[src/rtl/pwm_timer4_pkg.sv]
package pwm_timer4_pkg;
  localparam int ADDR_W = 4;
  localparam int DATA_W = 32;

  localparam logic [ADDR_W-1:0] A_CTRL = 4'd0;
  localparam logic [ADDR_W-1:0] A_UPD  = 4'd1;
  localparam logic [ADDR_W-1:0] A_PSC  = 4'd2;
  localparam logic [ADDR_W-1:0] A_ARR  = 4'd3;
  localparam logic [ADDR_W-1:0] A_CMP0 = 4'd4;
  localparam logic [ADDR_W-1:0] A_CHEN = 4'd8;

  // control bit positions
  localparam int C_RUN  = 0;
  localparam int C_BUF  = 1;
  localparam int C_GATE = 2;

  // per-channel group, lsb first: oe, op, ne, np
  typedef struct packed {
    logic np;
    logic ne;
    logic op;
    logic oe;
  } ch_cfg_t;
endpackage

[src/rtl/pwm_prescaler.sv]
module pwm_prescaler #(
  parameter int PSC_W = 16
) (
  input  logic             clk_i,
  input  logic             rst_ni,
  input  logic             run_i,
  input  logic             force_i,
  input  logic [PSC_W-1:0] psc_i,
  output logic             tick_o
);
  logic [PSC_W-1:0] pcnt_q;

  assign tick_o = run_i && !force_i && (pcnt_q >= psc_i);

  always_ff @(posedge clk_i or negedge rst_ni) begin
    if (!rst_ni)      pcnt_q <= '0;
    else if (force_i) pcnt_q <= '0;
    else if (run_i)   pcnt_q <= tick_o ? '0 : pcnt_q + 1'b1;
  end

  p_phase_bound_r1: assert property (@(posedge clk_i) disable iff (!rst_ni)
    pcnt_q <= psc_i);
  p_phase_clear_r4: assert property (@(posedge clk_i) disable iff (!rst_ni)
    force_i |=> pcnt_q == '0);
endmodule

[src/rtl/pwm_timebase.sv]
module pwm_timebase #(
  parameter int CNT_W = 16
) (
  input  logic             clk_i,
  input  logic             rst_ni,
  input  logic             run_i,
  input  logic             tick_i,
  input  logic             force_i,
  input  logic [CNT_W-1:0] arr_i,
  output logic [CNT_W-1:0] cnt_o,
  output logic             wrap_o
);
  logic [CNT_W-1:0] cnt_q;

  // >= so a limit lowered below the count still wraps on the next tick
  assign wrap_o = tick_i && (cnt_q >= arr_i);
  assign cnt_o  = cnt_q;

  always_ff @(posedge clk_i or negedge rst_ni) begin
    if (!rst_ni)      cnt_q <= '0;
    else if (force_i) cnt_q <= '0;
    else if (tick_i)  cnt_q <= wrap_o ? '0 : cnt_q + 1'b1;
  end

  p_step_r1: assert property (@(posedge clk_i) disable iff (!rst_ni)
    tick_i && !force_i && cnt_q < arr_i |=> cnt_q == $past(cnt_q) + 1'b1);
  p_wrap_r2: assert property (@(posedge clk_i) disable iff (!rst_ni)
    tick_i && !force_i && cnt_q >= arr_i |=> cnt_q == '0);
  p_force_r4: assert property (@(posedge clk_i) disable iff (!rst_ni)
    force_i |=> cnt_q == '0);
  p_hold_r12: assert property (@(posedge clk_i) disable iff (!rst_ni)
    !run_i && !force_i |=> $stable(cnt_q));
endmodule

[src/rtl/pwm_channel.sv]
module pwm_channel
  import pwm_timer4_pkg::*;
#(
  parameter int CNT_W = 16
) (
  input  logic             clk_i,
  input  logic             rst_ni,
  input  logic [CNT_W-1:0] cnt_i,
  input  logic [CNT_W-1:0] cmp_i,
  input  ch_cfg_t          cfg_i,
  input  logic             gate_i,
  output logic             out_o,
  output logic             out_n_o
);
  logic ref_lvl;

  assign ref_lvl = cnt_i < cmp_i;
  assign out_o   = (gate_i && cfg_i.oe) ? (ref_lvl ^ cfg_i.op) : cfg_i.op;
  assign out_n_o = (gate_i && cfg_i.ne) ? (!ref_lvl ^ cfg_i.np) : cfg_i.np;

  p_compl_r10: assert property (@(posedge clk_i) disable iff (!rst_ni)
    gate_i && cfg_i.oe && cfg_i.ne |-> ((out_o ^ cfg_i.op) != (out_n_o ^ cfg_i.np)));
  p_zero_cmp_r9: assert property (@(posedge clk_i) disable iff (!rst_ni)
    gate_i && cfg_i.oe && cmp_i == '0 |-> out_o == cfg_i.op);
endmodule

[src/rtl/pwm_timer4.sv]
module pwm_timer4
  import pwm_timer4_pkg::*;
#(
  parameter int CNT_W = 16,
  parameter int PSC_W = 16,
  parameter int N_CH  = 4
) (
  input  logic                  clk_i,
  input  logic                  rst_ni,
  input  logic                  wr_en_i,
  input  logic [ADDR_W-1:0]     wr_addr_i,
  input  logic [DATA_W-1:0]     wr_data_i,
  output logic [CNT_W-1:0]      cnt_o,
  output logic [N_CH-1:0]       pwm_o,
  output logic [N_CH-1:0]       pwm_n_o
);
  localparam int CHEN_W = 4 * N_CH;

  logic             run_q, buf_q, gate_q;
  logic [PSC_W-1:0] psc_pre_q, psc_sh_q;
  logic [CNT_W-1:0] arr_pre_q, arr_sh_q;
  logic [CNT_W-1:0] cmp_pre_q [N_CH];
  logic [CNT_W-1:0] cmp_sh_q  [N_CH];
  logic [CHEN_W-1:0] chen_q;

  logic wr_ctrl, wr_psc, wr_arr, wr_chen, force_upd;
  logic tick, wrap, upd;
  logic [CNT_W-1:0] cnt;

  assign wr_ctrl   = wr_en_i && wr_addr_i == A_CTRL;
  assign wr_psc    = wr_en_i && wr_addr_i == A_PSC;
  assign wr_arr    = wr_en_i && wr_addr_i == A_ARR;
  assign wr_chen   = wr_en_i && wr_addr_i == A_CHEN;
  assign force_upd = wr_en_i && wr_addr_i == A_UPD && wr_data_i[0];
  assign upd       = force_upd || wrap;

  always_ff @(posedge clk_i or negedge rst_ni) begin
    if (!rst_ni) begin
      run_q  <= 1'b0;
      buf_q  <= 1'b0;
      gate_q <= 1'b0;
      chen_q <= '0;
    end else begin
      if (wr_ctrl) begin
        run_q  <= wr_data_i[C_RUN];
        buf_q  <= wr_data_i[C_BUF];
        gate_q <= wr_data_i[C_GATE];
      end
      if (wr_chen) chen_q <= wr_data_i[CHEN_W-1:0];
    end
  end

  always_ff @(posedge clk_i or negedge rst_ni) begin
    if (!rst_ni) begin
      psc_pre_q <= '0;
      psc_sh_q  <= '0;
    end else begin
      if (wr_psc) psc_pre_q <= wr_data_i[PSC_W-1:0];
      if (upd)    psc_sh_q  <= psc_pre_q;
    end
  end

  always_ff @(posedge clk_i or negedge rst_ni) begin
    if (!rst_ni) begin
      arr_pre_q <= '1;
      arr_sh_q  <= '1;
    end else begin
      if (wr_arr) arr_pre_q <= wr_data_i[CNT_W-1:0];
      if (wr_arr && !buf_q) arr_sh_q <= wr_data_i[CNT_W-1:0];
      else if (upd)         arr_sh_q <= arr_pre_q;
    end
  end

  pwm_prescaler #(.PSC_W(PSC_W)) u_psc (
    .clk_i   (clk_i),
    .rst_ni  (rst_ni),
    .run_i   (run_q),
    .force_i (force_upd),
    .psc_i   (psc_sh_q),
    .tick_o  (tick)
  );

  pwm_timebase #(.CNT_W(CNT_W)) u_tb (
    .clk_i   (clk_i),
    .rst_ni  (rst_ni),
    .run_i   (run_q),
    .tick_i  (tick),
    .force_i (force_upd),
    .arr_i   (arr_sh_q),
    .cnt_o   (cnt),
    .wrap_o  (wrap)
  );

  assign cnt_o = cnt;

  for (genvar g = 0; g < N_CH; g++) begin : g_ch
    logic wr_cmp;
    assign wr_cmp = wr_en_i && wr_addr_i == A_CMP0 + ADDR_W'(g);

    always_ff @(posedge clk_i or negedge rst_ni) begin
      if (!rst_ni) begin
        cmp_pre_q[g] <= '0;
        cmp_sh_q[g]  <= '0;
      end else begin
        if (wr_cmp) cmp_pre_q[g] <= wr_data_i[CNT_W-1:0];
        if (upd)    cmp_sh_q[g]  <= cmp_pre_q[g];
      end
    end

    pwm_channel #(.CNT_W(CNT_W)) u_ch (
      .clk_i   (clk_i),
      .rst_ni  (rst_ni),
      .cnt_i   (cnt),
      .cmp_i   (cmp_sh_q[g]),
      .cfg_i   (ch_cfg_t'(chen_q[4*g +: 4])),
      .gate_i  (gate_q),
      .out_o   (pwm_o[g]),
      .out_n_o (pwm_n_o[g])
    );

    p_cmp_held_r5: assert property (@(posedge clk_i) disable iff (!rst_ni)
      !upd |=> $stable(cmp_sh_q[g]));
  end

  p_psc_held_r5: assert property (@(posedge clk_i) disable iff (!rst_ni)
    !upd |=> $stable(psc_sh_q));
  p_arr_buffered_r3: assert property (@(posedge clk_i) disable iff (!rst_ni)
    buf_q && !upd |=> $stable(arr_sh_q));

  initial begin
    assert (N_CH >= 1 && N_CH <= 4) else $error("N_CH out of range");
  end
endmodule

[config.mk]
export PLATFORM = sky130hd
export DESIGN_NAME = pwm_timer4
export DESIGN_NICKNAME = d
export VERILOG_FILES = /design/src/rtl/pwm_timer4_pkg.sv /design/src/rtl/pwm_prescaler.sv /design/src/rtl/pwm_timebase.sv /design/src/rtl/pwm_channel.sv /design/src/rtl/pwm_timer4.sv
export SDC_FILE = /design/constraint.sdc
export NUM_CORES = 1
export LEC_CHECK = 0
export BUFFER_PORTS_ARGS = -buffer_cell sky130_fd_sc_hd__buf_2
export CELL_PAD_IN_SITES_DETAIL_PLACEMENT = 0
export CELL_PAD_IN_SITES_GLOBAL_PLACEMENT = 2
export CORE_MARGIN = 10
export CORE_UTILIZATION = 30
export CTS_CLUSTER_SIZE = 24
export DETAILED_ROUTE_END_ITERATION = 10
export PLACE_DENSITY_LB_ADDON = 0.15
export SYNTH_ARGS = -nofsm -noshare
export SYNTH_HDL_FRONTEND = slang
export SYNTH_HIERARCHICAL = 1
export SYNTH_SLANG_ARGS = --single-unit
[constraint.sdc]
create_clock -name clk_i -period 3.4 [get_ports clk_i]
set_input_delay 0.51 -clock clk_i [delete_from_list [all_inputs] [get_ports clk_i]]
set_output_delay 0.51 -clock clk_i [all_outputs]
set_load 0.005 [all_outputs]
==> impl_metrics.env <==
export IMPL_postRouteAntennaNets=0
export IMPL_clk_latency_ps=570
export IMPL_seq_power_share_pct=41.2
export IMPL_core_area_um2=40700
export IMPL_via_per_inst=4.77
export IMPL_numCtsBuffers=31
export IMPL_pwr_share_comb_pct=28.3
export IMPL_synth_edf_count=0
export IMPL_nFillCells=4076
export IMPL_synthTopCellsByArea="dfrtp_1, mux2_2, ha_1"
export IMPL_routed_via_count=8069
export IMPL_drv_slew=0
export IMPL_hold_viol_final=0
export IMPL_cts_root_buf="clkbuf_16"
export IMPL_hold_class="input port to flip-flop"
export IMPL_finalCritPeriodShare_pct=97.1
export IMPL_syn_area_per_cell_um2=11.8
export IMPL_p_switching_mw=3.29
export IMPL_drive_gt1_share_pct=32.0
export IMPL_syn_to_final_growth_pct=18.1
export IMPL_ioPinCount=63
export IMPL_drv_cap=0
export IMPL_start_util_pct=30.3
export IMPL_dp_cells=1632
export IMPL_status="finished clean"
export IMPL_dieHeight_um=223
export IMPL_period_needed_ps=3300
export IMPL_firstDrtPassIters=4
export IMPL_fin_worst_skew_ps=14.5
export IMPL_ys_ff_latch=243
export IMPL_p_clk_share_pct=30.5
export IMPL_reg2reg_depth=11
export IMPL_p_int_mw=7.32
export IMPL_hpwl_mm=21.7
export IMPL_final_common_cell="dfrtp_1"
export IMPL_cts_tree="built"
export IMPL_wire_per_inst_um=18.9
export IMPL_cp_end_kind="flip-flop"
export IMPL_rows=74
export IMPL_finalWirelength_mm=31.9
export IMPL_ys_async_sr_fraction_pct=100
export IMPL_ctsLongestPathBuffers=3
export IMPL_antenna_found_initial=0
export IMPL_holdPathStages=3
export IMPL_final_util_pct=35.7
export IMPL_drc=0
export IMPL_gp_congestion=0.723
export IMPL_required_ps=3850
export IMPL_antenna_cells=0
export IMPL_grt_pass1_wl_mm=50.3
export IMPL_cts_sinks=243
export IMPL_die_area_um2=49600
export IMPL_synth_area_um2=12300
export IMPL_power_switching_share_pct=31.0
export IMPL_instances_no_fill=1693
export IMPL_powerDensity_nw_per_um2=728
export IMPL_clk_pin_slew_worst_paths_ps=60
export IMPL_grt_max_degree=80
export IMPL_track_usage_pct=12.9
export IMPL_ys_flop_type="dfrtp_1"
export IMPL_layout_nets=1269
export IMPL_arrival_ps=3750
export IMPL_synth_warnings=6
export IMPL_drt_initial_drc_count=237
export IMPL_ys_seq_area_share_pct=49.7
export IMPL_synth_top_cell_area_share_pct=42.8
export IMPL_relSlewSlack_pct=22.5
export IMPL_grt_overflow=0
export IMPL_final_cell_mix="dfrtp_1, mux2_2, inv_1, ha_1, nand2_1"
export IMPL_finalSetupViolCount=0
export IMPL_p_leak_nw=6.91
export IMPL_grt_pass1_vias=8217
export IMPL_critPathKind="flip-flop to flip-flop"
export IMPL_synthCells=1045
export IMPL_cts_htree_levels=1
export IMPL_maxClockFrequency_mhz=303
export IMPL_die_w_um=223
export IMPL_yosysTopAreaCell="dfrtp_1"
export IMPL_ys_types=64
export IMPL_port_buffers=46
export IMPL_worstSetupStartpointType="flip-flop"
export IMPL_fin_setup_tns_ps=0
export IMPL_worstMarginPinSlew_ps=1160
export IMPL_synth_net_count=1178
export IMPL_crit_path_max_fanout=27
export IMPL_ir_worst_vdd_uv=417
## stage by stage
stage	power [mW]	area, µm²	hold WS, ps	setup slack, ps
finish	10.6	14600	292	98.1
global route	11.5	14600	288	-6.66
CTS	10.8	14500	267	6.68
detailed placement	7.40	13500	463	51.8
global placement	7.33	13500	460	67.2
floorplan	6.41	12300	214	65.8
## worst paths after layout
path	from	endpoint	slack (ps)
setup / recovery	arr_sh_q[13]	cmp_sh_q[26]	100
hold / removal	wr_data_i[3]	arr_sh_q[3]	290
setup reg to reg	arr_sh_q[13]	cmp_sh_q[26]	100
hold reg to reg	psc_pre_q[10]	psc_sh_q[10]	480
max in group asynchronous	rst_ni	arr_sh_q[15]	1980
min in group asynchronous	rst_ni	cmp_sh_q[51]	500
## registers in the layout (all words and copies together) (netlist names)
signal and count:
cmp_pre_q 64, cmp_sh_q 64, arr_pre_q 16, arr_sh_q 16, chen_q 16, psc_pre_q 16, psc_sh_q 16, u_psc/pcnt_q 16
u_tb/cnt_o 16, buf_q 1, gate_q 1, run_q 1
## cells in the mapped netlist, drive strengths merged (9+ instances only)
cell type,count
nand3,15
a21o,9
mux2i,18
a21oi,52
and3,10
dfrtp,211
buf,25
o21ai,37
nand2,56
mux2,195
a211oi,9
inv,102
nor2,42
ha,94
nor3,10
dfstp,32
nand4,14
or3,9
## repair_timing
item | CTS | global route
pin swaps | 0 | 2
resized for setup | 5 | 8
setup endpoints to repair | 5 | 47
hold buffers | 1 | 0
endpoints found under the hold margin | 62 | 0
buffers inserted | 0 | 2
## per-layer routing
metal  global-route usage, %  vias to the layer above  part of all wire, %
li1                        -                     3897                    -
met1                    18.2                     4058                   51
met2                    20.1                       77                   45
met3                    2.22                       37                  2.8
met4                    2.86                        0                  2.1
met5                       0                        -                    0
## power by group through the flow
stage          Clock, mW  Sequential, mW  Combinational [mW]
3_5_place_dp           0            4.43                2.97
6_report            3.24            4.37                3.00
5_1_grt             3.49            4.51                3.46
2_1_floorplan          0            4.30                2.11
4_1_cts             3.36            4.39                3.03
3_3_place_gp           0            4.41                2.92
## critical path, cell delays in order, from the launching register on
cell and delay (ps):
dfstp_2 520, inv_1 40, ha_1 300, a211oi_2 220, nor2_1 70, or4_4 560, nor3_1 330, nor2b_2 110
a41oi_4 200, buf_4 220, buf_12 220, mux2_2 360
## cell families (layout without fill, tap and decap cells)
family / count (synthesis) / in the layout / synth area share [%]
AOI/OAI and AO/OA: 153 / 153 / 8.10
adders and majority gates: 94 / 94 / 9.54
muxes: 213 / 213 / 19.3
xor gates and xnor gates: 8 / 8 / 0.568
DFF: 243 / 243 / 49.7
buffers and inverters: 135 / 251 / 4.42
and+or+nand+nor: 199 / 199 / 8.44
## area by class of cell
type	instances	area [µm²]	area share (%)
inverter	102	383	2.63
sequential	243	6120	42.0
clock inverter	10	104	0.713
tap	532	666	4.57
clock buffer	48	900	6.18
timing repair buffer	91	659	4.53
multi-input combinational	667	5730	39.3
No activity file was read; power rests on OpenSTA's default activity.
